[src/rtl/rstc_pkg.sv]
// Package: shared constants for the chip reset controller.
// Assumes: three request classes and three monitored rails.
package rstc_pkg;
    localparam int NSRC   = 3;
    localparam int NRAIL  = 3;
    localparam int SRC_POR = 0;
    localparam int SRC_EXT = 1;
    localparam int SRC_LV  = 2;
    // synchronizer lane positions
    localparam int SY_ABOVE = 0;
    localparam int SY_BELOW = 1;
    localparam int SY_PIN   = 2;
    localparam int SY_RAIL  = 3;
    localparam int SY_W     = SY_RAIL + NRAIL;
    typedef logic [NSRC-1:0] cause_t;
endpackage

[src/rtl/rstc_sync.sv]
// Module: rstc_sync
// Two-flop synchronizer for a vector of independent asynchronous flags.
// Assumes: each bit is sampled on its own; no coherency between bits is needed.
module rstc_sync #(
    parameter int          W       = 6,
    parameter logic [W-1:0] RST_VAL = '0
) (
    input  logic         clk,
    input  logic         rst_n,
    input  logic [W-1:0] d_i,
    output logic [W-1:0] q_o
);
    logic [W-1:0] meta;

    // two-stage capture into the clock domain
    always_ff @(posedge clk) begin
        if (!rst_n) begin
            meta <= RST_VAL;
            q_o  <= RST_VAL;
        end else begin
            meta <= d_i;
            q_o  <= meta;
        end
    end
endmodule

[src/rtl/rstc_qual.sv]
// Module: rstc_qual
// Persistence qualifier: the output follows the input only after the input
// has differed from it for ON_CYC (rising) or OFF_CYC (falling) consecutive
// cycles. Any cycle of agreement clears the run count.
// Assumes: input already synchronous; ON_CYC and OFF_CYC are at least 1.
module rstc_qual #(
    parameter int unsigned ON_CYC  = 4,
    parameter int unsigned OFF_CYC = 4,
    parameter bit          RST_Q   = 1'b0
) (
    input  logic clk,
    input  logic rst_n,
    input  logic in_i,
    output logic q_o
);
    localparam int unsigned MAXN = (ON_CYC > OFF_CYC) ? ON_CYC : OFF_CYC;
    localparam int unsigned CW   = $clog2(MAXN + 1);

    logic [CW-1:0] run;
    logic [CW-1:0] last_idx;

    // terminal index depends on the direction of the pending change
    assign last_idx = q_o ? CW'(OFF_CYC - 1) : CW'(ON_CYC - 1);

    // count consecutive disagreeing cycles and flip at the terminal count
    always_ff @(posedge clk) begin
        if (!rst_n) begin
            q_o <= RST_Q;
            run <= '0;
        end else if (in_i == q_o) begin
            run <= '0;
        end else if (run == last_idx) begin
            q_o <= in_i;
            run <= '0;
        end else begin
            run <= run + 1'b1;
        end
    end

    // output only moves after the input disagreed in the previous cycle
    p_flip_follows_input_r9: assert property (@(posedge clk) disable iff (!rst_n)
        !$stable(q_o) |-> ($past(in_i) != $past(q_o)));
    // run count never reaches the longer window length
    p_run_bounded_r9: assert property (@(posedge clk) disable iff (!rst_n)
        run < CW'(MAXN));
endmodule

[src/rtl/rstc_stretch.sv]
// Module: rstc_stretch
// Hold-off stretcher: busy while the trigger is high and for LEN cycles
// after it drops; a new trigger restarts the count from zero.
// Assumes: LEN is at least 1; starts busy out of reset.
module rstc_stretch #(
    parameter int unsigned LEN = 8
) (
    input  logic clk,
    input  logic rst_n,
    input  logic trig_i,
    output logic busy_o
);
    localparam int unsigned CW = $clog2(LEN + 1);

    logic [CW-1:0] cnt;

    // restart on trigger, otherwise count up to LEN and stay there
    always_ff @(posedge clk) begin
        if (!rst_n)
            cnt <= '0;
        else if (trig_i)
            cnt <= '0;
        else if (cnt != CW'(LEN))
            cnt <= cnt + 1'b1;
    end

    assign busy_o = trig_i | (cnt != CW'(LEN));

    // busy can only re-appear because a trigger arrived
    p_busy_needs_trig_r6: assert property (@(posedge clk) disable iff (!rst_n)
        $rose(busy_o) |-> trig_i);
    // once released, a quiet trigger keeps it released
    p_stay_released_r6: assert property (@(posedge clk) disable iff (!rst_n)
        (!busy_o && !trig_i) |=> (busy_o == trig_i));
endmodule

[src/rtl/chip_reset_ctrl.sv]
// Module: chip_reset_ctrl
// Combines supply power-on, an active-low pin and per-rail low-voltage flags
// into one qualified active-high chip reset, with a supply-good level, a
// stretched power-on pulse, a configuration hold and a sticky cause vector.
// Assumes: all flag inputs are asynchronous; durations are in clock cycles.
module chip_reset_ctrl
    import rstc_pkg::*;
#(
    parameter int unsigned T_HIGH  = 200,
    parameter int unsigned T_LOW   = 1100,
    parameter int unsigned T_PULSE = 20,
    parameter int unsigned T_RSTL  = 100,
    parameter int unsigned T_RSTH  = 100,
    parameter int unsigned T_LV09  = 800,
    parameter int unsigned T_LV12  = 800,
    parameter int unsigned T_LV15  = 1600,
    parameter int unsigned T_MODE  = 1500000
) (
    input  logic             clk,
    input  logic             rst_n,
    input  logic             sup_above_hi_i,
    input  logic             sup_below_lo_i,
    input  logic             pin_rst_n_i,
    input  logic [NRAIL-1:0] rail_low_i,
    output logic             chip_rst_o,
    output logic             supply_good_o,
    output logic             por_pulse_o,
    output logic [NSRC-1:0]  rst_cause_o
);
    localparam logic [SY_W-1:0] SY_RST = SY_W'(1) << SY_PIN;

    function automatic int unsigned rail_len(input int idx);
        case (idx)
            0:       return T_LV09;
            1:       return T_LV12;
            default: return T_LV15;
        endcase
    endfunction

    logic [SY_W-1:0]  sy;
    logic             por_in;
    logic             pin_req;
    logic [NRAIL-1:0] rail_req;
    logic             any_req;
    logic             good_d, pin_d, rail_d;
    cause_t           cause;

    rstc_sync #(.W(SY_W), .RST_VAL(SY_RST)) u_sync (
        .clk   (clk),
        .rst_n (rst_n),
        .d_i   ({rail_low_i, pin_rst_n_i, sup_below_lo_i, sup_above_hi_i}),
        .q_o   (sy)
    );

    // supply path: watch the above flag while down, the below flag while up
    assign por_in = supply_good_o ? ~sy[SY_BELOW] : sy[SY_ABOVE];

    rstc_qual #(.ON_CYC(T_HIGH), .OFF_CYC(T_LOW), .RST_Q(1'b0)) u_qual_por (
        .clk(clk), .rst_n(rst_n), .in_i(por_in), .q_o(supply_good_o)
    );

    rstc_stretch #(.LEN(T_PULSE)) u_pulse (
        .clk(clk), .rst_n(rst_n), .trig_i(~supply_good_o), .busy_o(por_pulse_o)
    );

    rstc_qual #(.ON_CYC(T_RSTL), .OFF_CYC(T_RSTH), .RST_Q(1'b0)) u_qual_pin (
        .clk(clk), .rst_n(rst_n), .in_i(~sy[SY_PIN]), .q_o(pin_req)
    );

    for (genvar g = 0; g < NRAIL; g++) begin : g_rail
        rstc_qual #(.ON_CYC(rail_len(g)), .OFF_CYC(1), .RST_Q(1'b0)) u_qual_rail (
            .clk(clk), .rst_n(rst_n), .in_i(sy[SY_RAIL+g]), .q_o(rail_req[g])
        );
    end

    assign any_req = por_pulse_o | pin_req | (|rail_req);

    rstc_stretch #(.LEN(T_MODE)) u_hold (
        .clk(clk), .rst_n(rst_n), .trig_i(any_req), .busy_o(chip_rst_o)
    );

    // edge history for the cause vector
    always_ff @(posedge clk) begin
        if (!rst_n) begin
            good_d <= 1'b0;
            pin_d  <= 1'b0;
            rail_d <= 1'b0;
        end else begin
            good_d <= supply_good_o;
            pin_d  <= pin_req;
            rail_d <= |rail_req;
        end
    end

    // sticky cause: reload on power-up, accumulate later requests
    always_ff @(posedge clk) begin
        if (!rst_n) begin
            cause <= '0;
        end else if (supply_good_o && !good_d) begin
            cause <= cause_t'(1) << SRC_POR;
        end else begin
            if (pin_req && !pin_d)
                cause[SRC_EXT] <= 1'b1;
            if ((|rail_req) && !rail_d)
                cause[SRC_LV] <= 1'b1;
        end
    end

    assign rst_cause_o = cause;

    // no release while the supply is not good
    p_rst_while_down_r6: assert property (@(posedge clk) disable iff (!rst_n)
        !supply_good_o |-> chip_rst_o);
    // pulse covers every moment the supply is not good
    p_pulse_while_down_r3: assert property (@(posedge clk) disable iff (!rst_n)
        !supply_good_o |-> por_pulse_o);
    // pulse ends only with the supply good
    p_pulse_ends_good_r3: assert property (@(posedge clk) disable iff (!rst_n)
        $fell(por_pulse_o) |-> supply_good_o);
    // release only when every request is quiet
    p_release_quiet_r6: assert property (@(posedge clk) disable iff (!rst_n)
        $fell(chip_rst_o) |-> (!pin_req && rail_req == '0 && !por_pulse_o));
    // power-up loads the power-on cause alone
    p_cause_powerup_r7: assert property (@(posedge clk) disable iff (!rst_n)
        $rose(supply_good_o) |=> (rst_cause_o == 3'b001));
endmodule

[config.mk]
export PLATFORM = sky130hd
export DESIGN_NAME = chip_reset_ctrl
export DESIGN_NICKNAME = d
export VERILOG_FILES = /design/src/rtl/rstc_pkg.sv /design/src/rtl/rstc_sync.sv /design/src/rtl/rstc_qual.sv /design/src/rtl/rstc_stretch.sv /design/src/rtl/chip_reset_ctrl.sv
export SDC_FILE = /design/constraint.sdc
export NUM_CORES = 1
export LEC_CHECK = 0
export ABC_AREA = 1
export BUFFER_PORTS_ARGS = -buffer_cell sky130_fd_sc_hd__buf_2
export CORE_MARGIN = 2
export CORE_UTILIZATION = 27
export CTS_CLUSTER_SIZE = 20
export DETAILED_ROUTE_END_ITERATION = 10
export PLACE_DENSITY = 0.5
export SLEW_MARGIN = 10
export SYNTH_ARGS = -nofsm -noshare
export SYNTH_HDL_FRONTEND = slang
export SYNTH_SLANG_ARGS = --single-unit
[constraint.sdc]
create_clock -name clk -period 3.9 [get_ports clk]
set_clock_uncertainty 0.1 [all_clocks]
set_input_delay 0.195 -clock clk [delete_from_list [all_inputs] [get_ports clk]]
set_output_delay 0.195 -clock clk [all_outputs]
set_load 0.01 [all_outputs]
==> metrics.txt <==
Slowest-stage cell, CP=dfxtp_1; Post-CTS Setup Inserts=0; Cell Area, Synth=4344 sq um; TNS Setup=0 ps; fin crit period=2004 ps; largest area contributor in the netlist=dfxtp_1; worst skew pair latency=340 ps; pwr dens=393.3 nW/um^2; vias per cell=4.181; post-synth top area share=0.4516; met1 GRT Util=0.1233; Top Usage Layer GRT=met2; Critical Path AT=1710 ps; worst supply voltage drop on vdd=244.0 uV; area grow syn2layout=15.55%; Synth Instances=585; initial antenna violation count=0; Synth Net Count=602; die area=17120 sq um; post-route clock period utilization=0.5138; design area=5020 sq um; Core Util, Final=0.3172; global-route wire length before repair=14170 um; number of cells on the worst reg-to-reg path=10; dominant synthesized flop cell=dfxtp_1; Port-buffer cells=13; met3 Use GR=0.03461; final hold violations=0; root buffer selected by CTS=clkbuf_16; endpoints failing setup=0; critical-path maximum fanout=5; GP Congestion=0.7870; Reg2Reg Setup Slack=2130 ps; CTS Hold Bufs=6; Worst setup EP type=output pin; Synth Warn #=0; DRT iter0 DRCs=136; fraction of layout cells with a size suffix above 1=0.07980; fmax=499.1 MHz; DP HPWL=5829 um; M2 GR Usage=0.1728; WL final=7870 um; final slew viol count=0; CTS tree=built; final-layout fill cell count=1711; capturing point of the worst reg2reg path=u_hold.cnt[15]; CTS Buffer Depth=2; FF/Latch Area=1962 sq um; RSZ-0062 raised after global routing=no; CP required=3610 ps; Max Cap Violations=0; grt ovf=0; Synth area leaders=dfxtp_1, nor2_1, nand2_1; Slew headroom=0.7331; Post-CTS Resized=0; Pleak=1.841 nW; vias in the first global route=3297; worst reg2reg path startpoint=u_pulse.cnt[0]; Hold/Removal Path Class=in2reg; #FFs+latches synth=98; Routed Antenna Nets=0; Netlist cell types=30; Startpoint Class=flip-flop; Reg clk slew, reported paths=70 ps; critical path class=reg2out; hold slack=154.9 ps; Multi-input gate area=2056 sq um; Post-synth EDFFs=0; count leader, synth=nor2_1; status=finished, final reports clean; crit path cell chain=inv_1 -> ha_1 -> nand2_1 -> inv_1 -> nand3_2 -> inv_2 -> nand2_4 -> nor2_1 -> nand4_1 -> buf_2; CP max stage delay=350 ps; Worst setup endpoint=chip_rst_o; CTS Buf Count=9; Mapped Avg Cell Area=7.426 sq um; die width=130.8 um; Core Rows=46; antenna diode count=0; CP most frequent cell=inv_1; gr usage total=0.1030; worst setup path startpoint=u_pulse.cnt[0]; TritonRoute pass-1 iters=5; largest net degree at the start of global routing=19; Starting Density=0.2745; TritonCTS Sinks=98; htree depth=3; Post-synth top cells=nor2_1, nand2_1, dfxtp_1, inv_1, nand3_1; I/O pin count=14; post-DR wirelength/cell=9.482 um; worst slew pin tran=399.2 ps; DR DRC count=0; Async S/R FF share, synth=0; register area share after synthesis=0.4516; CORE AREA=15830 sq um; Die Y=130.8 um; Via Count=3470; final net count=627; Placed Area=4651 sq um
-- cell type report --
cell class / count / share of cell area
Inverter: 78 / 0.05932
Clock inverter: 4 / 0.01520
Timing Repair Buffer: 19 / 0.02493
Multi-Input combinational cell: 404 / 0.4095
Clock buffer: 11 / 0.04636
Tap cell: 216 / 0.05384
Sequential cell: 98 / 0.3908
-- cell families after synthesis --
kind of cell	after synthesis	synth area share
AND/OR/NAND/NOR	307	0.3082
flip-flops	98	0.4516
buffers and inverters	83	0.07517
AO/OA/AOI/OAI	50	0.06250
XOR/XNOR	38	0.07661
adder cells (fa/ha/maj)	9	0.02592
-- worst min-delay path by stage --
stage	from	end	slack (ps)	depth (start not counted)
6_report	rst_n	u_sync.meta[1]	150	3
5_1_grt	rst_n	u_sync.meta[3]	170	3
4_1_cts	rst_n	u_sync.meta[1]	150	3
3_5_place_dp	rail_low_i[0]	u_sync.meta[3]	280	3
3_3_place_gp	rail_low_i[0]	u_sync.meta[3]	280	3
2_1_floorplan	sup_above_hi_i	u_sync.meta[0]	190	2
-- critical path, delay by kind of cell, from the launching register on --
family	cells	cell delay (ps)
AND/OR/NAND/NOR	5	460
buffers and inverters	4	420
flip-flops	1	350
adder cells (fa/ha/maj)	1	150
-- flip-flops by register name (all words and copies together) (netlist names) --
name and cells:
u_pulse.cnt 5, u_qual_pin.run 7, rail_d 1, u_sync.q_o 6, pin_d 1, g_rail.u_qual_rail.run 31
u_sync.meta 6, u_hold.cnt 21, u_qual_por.run 11, rst_cause_o 3, g_rail.u_qual_rail.q_o 3, good_d 1
u_qual_pin.q_o 1, u_qual_por.q_o 1
-- where the power goes --
part | total (W) | switching, W | internal, W
registers | 0.00101 | 0.00000369 | 0.00101
clock network | 0.000935 | 0.000374 | 0.000561
logic | 0.0000275 | 0.0000155 | 0.0000120
-- cell usage in the layout, fill, tap and decap left out, types with 9 or more instances in the layout --
cell type / n
nand2_1: 111
nor3_1: 10
xnor2_1: 11
dfxtp_1: 98
nand3_1: 39
o21ai_0: 19
clkbuf_16: 9
a21oi_1: 25
buf_2: 13
ha_1: 9
nand4_1: 15
xor2_1: 27
inv_1: 75
nor2_1: 112
-- routing by layer --
| layer | routed length [um] | up-vias |
|---|---|---|
| met5 | 0 | - |
| met4 | 135 | 0 |
| met3 | 242 | 12 |
| met2 | 3610 | 30 |
| met1 | 3881 | 1545 |
| li1 | - | 1883 |
-- per-stage QoR --
stage               total power, W  setup slack, ps  instances
finish                    0.001974             1896        830
global route              0.002045             1711        830
CTS                       0.002007             1846        830
detailed placement        0.001058             2130        809
global placement          0.001058             2206        809
floorplan                 0.001050             2334        585
No activity file was read; power rests on OpenSTA's default activity.
